--- src/rtl/gf_div_pkg.sv ---
package gf_div_pkg;
  localparam int NUM_STEPS = 12;
  localparam int STEP_W    = 4;

  typedef enum logic [2:0] {
    OPB_RUN,
    OPB_BASE,
    OPB_P3,
    OPB_P6,
    OPB_NUM
  } opb_sel_e;

  // Second operand for each schedule step; the first operand is always the running value.
  function automatic opb_sel_e step_operand(input logic [STEP_W-1:0] step);
    case (step)
      4'd0, 4'd1, 4'd6: step_operand = OPB_BASE;
      4'd5:             step_operand = OPB_P6;
      4'd9:             step_operand = OPB_P3;
      4'd11:            step_operand = OPB_NUM;
      default:          step_operand = OPB_RUN;
    endcase
  endfunction
endpackage

--- src/rtl/gf_mul.sv ---
module gf_mul #(
  parameter int          W    = 8,
  parameter logic [W:0]  POLY = 9'h11D
) (
  input  logic [W-1:0] a,
  input  logic [W-1:0] b,
  output logic [W-1:0] p
);
  logic [W-1:0] shifted [W];
  logic [W-1:0] partial [W+1];

  assign shifted[0] = a;
  assign partial[0] = '0;

  genvar i;
  generate
    for (i = 0; i < W; i++) begin : g_bit
      assign partial[i+1] = partial[i] ^ (b[i] ? shifted[i] : '0);
      if (i < W-1) begin : g_shift
        assign shifted[i+1] = {shifted[i][W-2:0], 1'b0} ^
                              (shifted[i][W-1] ? POLY[W-1:0] : '0);
      end
    end
  endgenerate

  assign p = partial[W];
endmodule

--- src/rtl/gf_div_ctrl.sv ---
module gf_div_ctrl
  import gf_div_pkg::*;
(
  input  logic              clk,
  input  logic              rst,
  input  logic              start,
  output logic              busy,
  output logic              load,
  output logic              mul_en,
  output logic              finish,
  output logic [STEP_W-1:0] step
);
  localparam logic [STEP_W-1:0] LAST = STEP_W'(NUM_STEPS);

  logic [STEP_W-1:0] cnt;

  assign load   = start && !busy;
  assign mul_en = busy && (cnt != LAST);
  assign finish = busy && (cnt == LAST);
  assign step   = cnt;

  always_ff @(posedge clk) begin
    if (rst) begin
      busy <= 1'b0;
      cnt  <= '0;
    end else if (busy) begin
      if (cnt == LAST) begin
        busy <= 1'b0;
        cnt  <= '0;
      end else begin
        cnt <= cnt + 1'b1;
      end
    end else if (start) begin
      busy <= 1'b1;
      cnt  <= '0;
    end
  end
endmodule

--- src/rtl/gf_div_dp.sv ---
module gf_div_dp
  import gf_div_pkg::*;
#(
  parameter int          W    = 8,
  parameter logic [W:0]  POLY = 9'h11D
) (
  input  logic              clk,
  input  logic              rst,
  input  logic              load,
  input  logic              mul_en,
  input  logic              finish,
  input  logic [STEP_W-1:0] step,
  input  logic [W-1:0]      num_in,
  input  logic [W-1:0]      den_in,
  output logic              done,
  output logic [W-1:0]      quotient,
  output logic              div_zero
);
  logic [W-1:0] base_q, num_q, run_q, p3_q, p6_q;
  logic [W-1:0] opb, prod;

  always_comb begin
    case (step_operand(step))
      OPB_BASE: opb = base_q;
      OPB_P3:   opb = p3_q;
      OPB_P6:   opb = p6_q;
      OPB_NUM:  opb = num_q;
      default:  opb = run_q;
    endcase
  end

  gf_mul #(.W(W), .POLY(POLY)) u_mul (
    .a(run_q),
    .b(opb),
    .p(prod)
  );

  always_ff @(posedge clk) begin
    if (rst) begin
      base_q <= '0;
      num_q  <= '0;
      run_q  <= '0;
      p3_q   <= '0;
      p6_q   <= '0;
    end else if (load) begin
      base_q <= den_in;
      num_q  <= num_in;
      run_q  <= den_in;
    end else if (mul_en) begin
      run_q <= prod;
      if (step == STEP_W'(1)) p3_q <= prod;
      if (step == STEP_W'(2)) p6_q <= prod;
    end
  end

  always_ff @(posedge clk) begin
    if (rst) begin
      done     <= 1'b0;
      quotient <= '0;
      div_zero <= 1'b0;
    end else begin
      done <= finish;
      if (finish) begin
        quotient <= (base_q == '0) ? '0 : run_q;
        div_zero <= (base_q == '0);
      end
    end
  end
endmodule

--- src/rtl/gf_div_exp.sv ---
module gf_div_exp
  import gf_div_pkg::*;
#(
  parameter int          W    = 8,
  parameter logic [W:0]  POLY = 9'h11D
) (
  input  logic         clk,
  input  logic         rst,
  input  logic         start,
  input  logic [W-1:0] dividend,
  input  logic [W-1:0] divisor,
  output logic         busy,
  output logic         done,
  output logic [W-1:0] quotient,
  output logic         div_zero
);
  logic              load, mul_en, finish;
  logic [STEP_W-1:0] step;

  gf_div_ctrl u_ctrl (
    .clk(clk), .rst(rst), .start(start),
    .busy(busy), .load(load), .mul_en(mul_en),
    .finish(finish), .step(step)
  );

  gf_div_dp #(.W(W), .POLY(POLY)) u_dp (
    .clk(clk), .rst(rst), .load(load), .mul_en(mul_en),
    .finish(finish), .step(step),
    .num_in(dividend), .den_in(divisor),
    .done(done), .quotient(quotient), .div_zero(div_zero)
  );
endmodule

--- config.mk ---
export PLATFORM = sky130hd
export DESIGN_NAME = gf_div_exp
export DESIGN_NICKNAME = d
export VERILOG_FILES = /design/src/rtl/gf_div_pkg.sv /design/src/rtl/gf_mul.sv /design/src/rtl/gf_div_ctrl.sv /design/src/rtl/gf_div_dp.sv /design/src/rtl/gf_div_exp.sv
export SDC_FILE = /design/constraint.sdc
export NUM_CORES = 1
export LEC_CHECK = 0
export BUFFER_PORTS_ARGS = -buffer_cell sky130_fd_sc_hd__buf_2
export CAP_MARGIN = 5
export CORE_MARGIN = 2
export CORE_UTILIZATION = 40
export DETAILED_ROUTE_END_ITERATION = 8
export REMOVE_ABC_BUFFERS = 1
export SLEW_MARGIN = 0
export SYNTH_ARGS = -nofsm -noshare
export SYNTH_HDL_FRONTEND = slang
export SYNTH_SLANG_ARGS = --single-unit
--- constraint.sdc ---
create_clock -name clk -period 9.25 [get_ports clk]
set_input_delay 0.925 -clock clk [delete_from_list [all_inputs] [get_ports clk]]
set_output_delay 0.925 -clock clk [all_outputs]
set_load 0.1 [all_outputs]
# Word-level counts from Yosys, hierarchy flattened
# Cells that the tools add are included.
# W data, S select, Z words.
dict set report word_totals {
  input_bits 19
  wordCells 75
  reg_bits 55
  output_inout_bits 11
}
dict set report classes {
  add_sub_neg 1
  bitwise_logic 15
  n_mux 26
  n_eq_ne 12
  n_reduce_logical 11
}
# op n
set op_table {}
lappend op_table {{$mux W8} 11}
lappend op_table {{$xor A8 B5 Y8} 7}
lappend op_table {{$xor A8 B8 Y8} 7}
lappend op_table {{$mux W5} 7}
lappend op_table {{$pmux W8 S4} 1}
lappend op_table {{$eq A4 B4 Y1 const B} 3}
lappend op_table {{$mux W4} 3}
lappend op_table {{$pmux W3 S4} 1}
lappend op_table {{$eq A4 B3 Y1 const B} 2}
lappend op_table {{$logic_not A8 Y1} 1}
lappend op_table {{$eq A3 B2 Y1 const B} 2}
lappend op_table {{$reduce_and A3 Y1} 2}
lappend op_table {{$add A4 B1 Y4 const B} 1}
lappend op_table {{$eq A4 B1 Y1 const B} 1}
lappend op_table {{$eq A4 B2 Y1 const B} 1}
lappend op_table {{$logic_not A4 Y1} 1}
lappend op_table {{$ne A4 B4 Y1 const B} 1}
lappend op_table {{$reduce_bool A2 Y1} 2}
lappend op_table {{$eq A3 B1 Y1 const B} 1}
lappend op_table {{$eq A3 B3 Y1 const B} 1}
lappend op_table {{$logic_and A1 B1 Y1} 3}
lappend op_table {{$mux W1} 3}
lappend op_table {{$reduce_or A3 Y1} 1}
lappend op_table {{$logic_not A1 Y1} 1}
lappend op_table {{$not A1 Y1} 1}

# Depth between registers and ports, before layout
dict set report depth {
  ltp_word 18
  ltp_mapped 15
  depth_no_buf 12
}

# Hierarchy
# From an unflattened synthesis, not the netlist that was laid out.
dict set report hier_totals {
  cells_unflattened 460
  hier_area_um2 3868.7
}
# module seq_area_each_um2 instances cells_each area_per_inst_um2
set modules_own_cells {}
lappend modules_own_cells {gf_div_dp 1001.0 1 245 2359.8}
lappend modules_own_cells {gf_mul 0.0 1 181 1218.7}
lappend modules_own_cells {gf_div_ctrl 100.1 1 34 290.3}

# Worst setup path after synthesis
# OpenSTA, ideal clock, no wires.
dict set report synth_path {
  kind {flip-flop to flip-flop}
  start {register u_ctrl.cnt[1], in the netlist u_ctrl.step[1]}
  end {register u_dp.run_q[1]}
  path_stages_with_launch 13
  setup_ns 0.114
  n_path_buf 1
  setup_slack_ns 6.010
  synth_period_minus_slack_ns 3.240
  t_required_ns 9.136
  arrival_ns 3.125
  cell_sequence {dfxtp_1 inv_1 ha_1 xnor2_1 a221o_1 buf_2 a221oi_4 mux2_2 a22oi_1 xor2_1 xnor2_1 nor2_1 a2111oi_0}
}
dict set report synth_via {
  elab_chain_cells 15
  word_cells_on_any_way 33
  cone_classes {eq/ne: 10; mux: 12; bitwise: 7; reduce/logical: 4}
}
# item line
set synth_lines {}
lappend synth_lines {{start, declared} gf_div_ctrl.sv:15} ;# logic [STEP_W-1:0] cnt;
lappend synth_lines {{start signal, assigned} gf_div_ctrl.sv:31} ;# cnt <= cnt + 1'b1;
lappend synth_lines {{$eq A4 B3 Y1, or another cell as far along} gf_div_pkg.sv:15} ;# case (step)
lappend synth_lines {{$reduce_or A3 Y1} gf_div_pkg.sv:15}
lappend synth_lines {{$pmux W3 S4} gf_div_pkg.sv:15}
lappend synth_lines {{$eq A3 B3 Y1, or another cell as far along} gf_div_dp.sv:23} ;# case (step_operand(step))
lappend synth_lines {{$pmux W8 S4} gf_div_dp.sv:23}
lappend synth_lines {{$mux W8} gf_mul.sv:18} ;# assign partial[i+1] = partial[i] ^ (b[i] ? shifted[i] : '0);
lappend synth_lines {{$xor A8 B8 Y8 (7 in series)} gf_mul.sv:18}
lappend synth_lines {{$mux W8} gf_div_dp.sv:49} ;# end else if (mul_en) begin
lappend synth_lines {{$mux W8} gf_div_dp.sv:45} ;# end else if (load) begin
lappend synth_lines {{end signal, assigned} gf_div_dp.sv:48} ;# run_q <= den_in;
lappend synth_lines {{end signal, assigned} gf_div_dp.sv:50} ;# run_q <= prod;
lappend synth_lines {{end, declared} gf_div_dp.sv:19} ;# logic [W-1:0] base_q, num_q, run_q, p3_q, p6_q;
# Parallel ways exist; a longest one is shown, timed or not. The select of a mux whose other input is x is not followed.
# A chain may end at the register's enable or synchronous reset.

# Final worst setup path
dict set report layout_path {
  start {register u_ctrl.cnt[0], in the netlist u_ctrl.step[0]}
  end {register u_dp.run_q[5]}
}
# Same word-level chain as after synthesis.

==> results.json <==
{
  "num_rows": 36,
  "async_flop_share_pct": 0,
  "synthDistinctLibCells": 60,
  "crit_buf_inv": 0,
  "cts_sinks": 55,
  "setup_violations": 0,
  "numCtsBuffers": 5,
  "grt_pass1_wl_mm": 18.7,
  "p_leak_nw": 1.52,
  "drt_iter0_markers": 274,
  "die_y_um": 103,
  "clk_pin_slew_ns": 0.10,
  "timing.final.crit_share_pct": 50.4,
  "place_inst": 653,
  "syn_area_mm2": 0.00395,
  "syn2layout_area_growth_pct": 6.93,
  "clkPwrFrac_pct": 20.2,
  "slew_viol_final": 0,
  "diodes": 0,
  "swShare_pct": 39.8,
  "dpl.hpwl_mm": 8.62,
  "grt_max_degree": 56,
  "ant_nets": 0,
  "ctsHoldBuffers": 0,
  "yosysTopAreaCell": "dfxtp_1",
  "synth_edf_count": 0,
  "reg2reg_setup_slack_ns": 4.59,
  "gp_congestion": 0.978,
  "maxSlewHeadroom_pct": 25.8,
  "finalNetCount": 550,
  "final_layout_size_suffix_gt1_share_pct": 9.47,
  "end_kind": "flop",
  "start_kind": "flop",
  "cp.required_ns": 9.41,
  "grt_pass1_vias": 3504,
  "cts-root-buf": "clkbuf_8",
  "grt.total_usage_pct": 22.8,
  "outcome": "complete, no violations",
  "pwr-share-comb_pct": 40.9,
  "crit_chain": "ha_1 -> xnor2_1 -> a221oi_1 -> o2111ai_1 -> o21ai_0 -> a32o_1 -> xnor3_1 -> xnor2_1 -> xnor2_1 -> nand2b_1 -> a31oi_1",
  "cts_max_level": 2,
  "finClkSkew_ns": 0.0113,
  "clock_path_buffers": 2,
  "fmax_mhz": 215,
  "cpMostUsedCell": "xnor2_1",
  "io_pins": 30,
  "worstSkewPairLatency_ns": 0.31,
  "synth_warnings": 0,
  "seq_power_share_pct": 38.9,
  "wl_mm": 11.7,
  "multi_input_area_mm2": 0.00266,
  "fin_cells": 661,
  "p_int_w": 0.000424,
  "final-hold-violation-count": 0,
  "hold_start": "u_dp.p6_q[3]",
  "tightest_slew_ns": 1.11,
  "cts_resized": 0,
  "post-cts-setup-buffers": 0,
  "vias": 3795,
  "fp.coreArea_mm2": 0.00968,
  "start_util_pct": 40.8,
  "synth_area_leaders": "dfxtp_1 28%, xnor2_1 9.3%, nand2_1 7.7%",
  "slowest_stage": "a221oi_1",
  "finalSetupTns_ns": 0,
  "synthFlopType": "dfxtp_1",
  "rsz0062_at_grt": "no",
  "cts_tree": "yes",
  "post-route-min-period_ns": 4.66,
  "antenna_found_initial": 0,
  "ir_drop_mv": 0.0753,
  "synth-seq-area-share_pct": 27.9,
  "reg2reg_from": "u_ctrl.step[0]",
  "crit_start": "u_ctrl.step[0]",
  "regArea_mm2": 0.00110,
  "slowest_delay_ns": 0.97,
  "grt_overflow": 0,
  "vias_per_cell": 5.74,
  "maxCapViolations": 0,
  "routedWlPerCell_um": 17.8,
  "syn_inst": 528,
  "drc_errors": 0,
  "worstSetupPathType": "flop to flop",
  "hp-class": "flop to flop",
  "synth_top_area_share_pct": 27.9,
  "power_density_mw_per_mm2": 167,
  "p_total_w": 0.000704,
  "dieArea_mm2": 0.0107,
  "cp_top_family": "compound AO/OA/AOI/OAI gates",
  "avgSynthCellArea_um2": 7.49,
  "synth-seq-cells": 55,
  "crit_arrival_ns": 4.82,
  "critical_path.max_fanout": 25,
  "fp.dieW_um": 103,
  "switchingPower_w": 0.000281,
  "io_buffers": 29,
  "first_pass_iters": 6,
  "nFillCells": 987
}
==> power by group through the flow <==
stage	Combinational, W	Sequential [W]	Clock [W]
floorplan	0.000204	0.000278	0
detailed placement	0.000281	0.000279	0
global placement	0.000280	0.000279	0
global route	0.000315	0.000276	0.000154
CTS	0.000283	0.000274	0.000146
finish	0.000288	0.000274	0.000142
==> placed cells by master, fill, tap and decap left out, types with 4 or more instances in the layout <==
cell type  Yosys  final
inv_1          8      8
xnor2_1       42     42
a221oi_1       6      6
ha_1           4      4
nor2_1        70     70
clkbuf_8       0      6
and2_1         5      5
nand2_1       81     81
nand3_1       10     10
a22oi_1       11     11
o21ai_0       17     17
xor2_1        16     16
a211oi_1       7      7
xnor3_1        5      5
nand3b_1      16     16
buf_2          6     29
nor4_1         6      6
nand2b_1       6      6
and3_1         5      5
nor3_1        14     14
a21oi_1       44     44
dfxtp_1       55     55
==> state kept, by name (all words and copies together), names as in the netlist <==
register       cells
u_dp.run_q         8
u_dp.quotient      8
u_dp.num_q         8
u_dp.p6_q          8
u_dp.p3_q          8
u_dp.base_q        8
u_dp.done          1
u_ctrl.busy        1
u_ctrl.step        4
u_dp.div_zero      1
==> Yosys cell counts (4+ instances only) <==
cell type	instances
and2_1	5
nand2b_1	6
o21ai_0	17
xor2_1	16
xnor2_1	42
ha_1	4
nand2_1	81
nor3_1	14
nand3_1	10
and3_1	5
nor4_1	6
clkbuf_1	27
nor2_1	70
a221oi_1	6
dfxtp_1	55
buf_2	6
inv_1	8
a22oi_1	11
xnor3_1	5
a21oi_1	44
buf_1	7
nand3b_1	16
a211oi_1	7
nor2b_1	4
==> final timing paths <==
kind | end | cells after the start
max | u_dp.run_q[5] | 11
min | u_dp.p6_q[3] | 2
max reg2reg | u_dp.run_q[5] | 11
min reg2reg | u_dp.p6_q[3] | 2
==> per-layer routing <==
metal  vias to the layer above  wire length (um)  track usage, %
li1                       1846                 -               -
met1                      1786              5350            31.8
met2                       131              5390            36.2
met3                        32               578            2.28
met4                         0               411            9.01
met5                         -                 0               0
==> tightest hold or removal path, cell delays in order (launching register included) <==
cell	delay [ns]
dfxtp_1	0.32
nand2_1	0.05
a21oi_1	0.05
==> kinds of logic after synthesis <==
logic type / after synthesis / synth area share [%]
adders and majority gates: 4 / 1.27
xor gates and xnor gates: 63 / 15.7
DFF: 55 / 27.9
AOI/OAI and AO/OA: 131 / 24.0
and+or+nand+nor: 224 / 25.8
buffers and inverters: 49 / 4.84
muxes: 2 / 0.538
==> layout make-up <==
cell class                 instances  share of cell area (%)
multi-input combinational        424                    63.0
sequential                        55                    26.1
timing repair buffer              32                    3.97
tap                              133                    3.94
clock buffer                       7                    2.04
inverter                           9                   0.799
clock inverter                     1                   0.207
==> metrics by stage <==
| stage | worst slack (ns) | instance area, um^2 | hold WS (ns) | util [%] |
|---|---|---|---|---|
| 2_1_floorplan | 5.73 | 3790 | 0.426 | - |
| 3_3_place_gp | 4.80 | 4130 | 0.442 | 42.6 |
| 3_5_place_dp | 4.72 | 4130 | 0.453 | 42.6 |
| 4_1_cts | 4.69 | 4220 | 0.466 | 43.6 |
| 5_1_grt | 4.16 | 4230 | 0.491 | 43.6 |
| 6_report | 4.59 | 4230 | 0.462 | 43.6 |
Note: power is estimated with default switching activity, not from simulation.
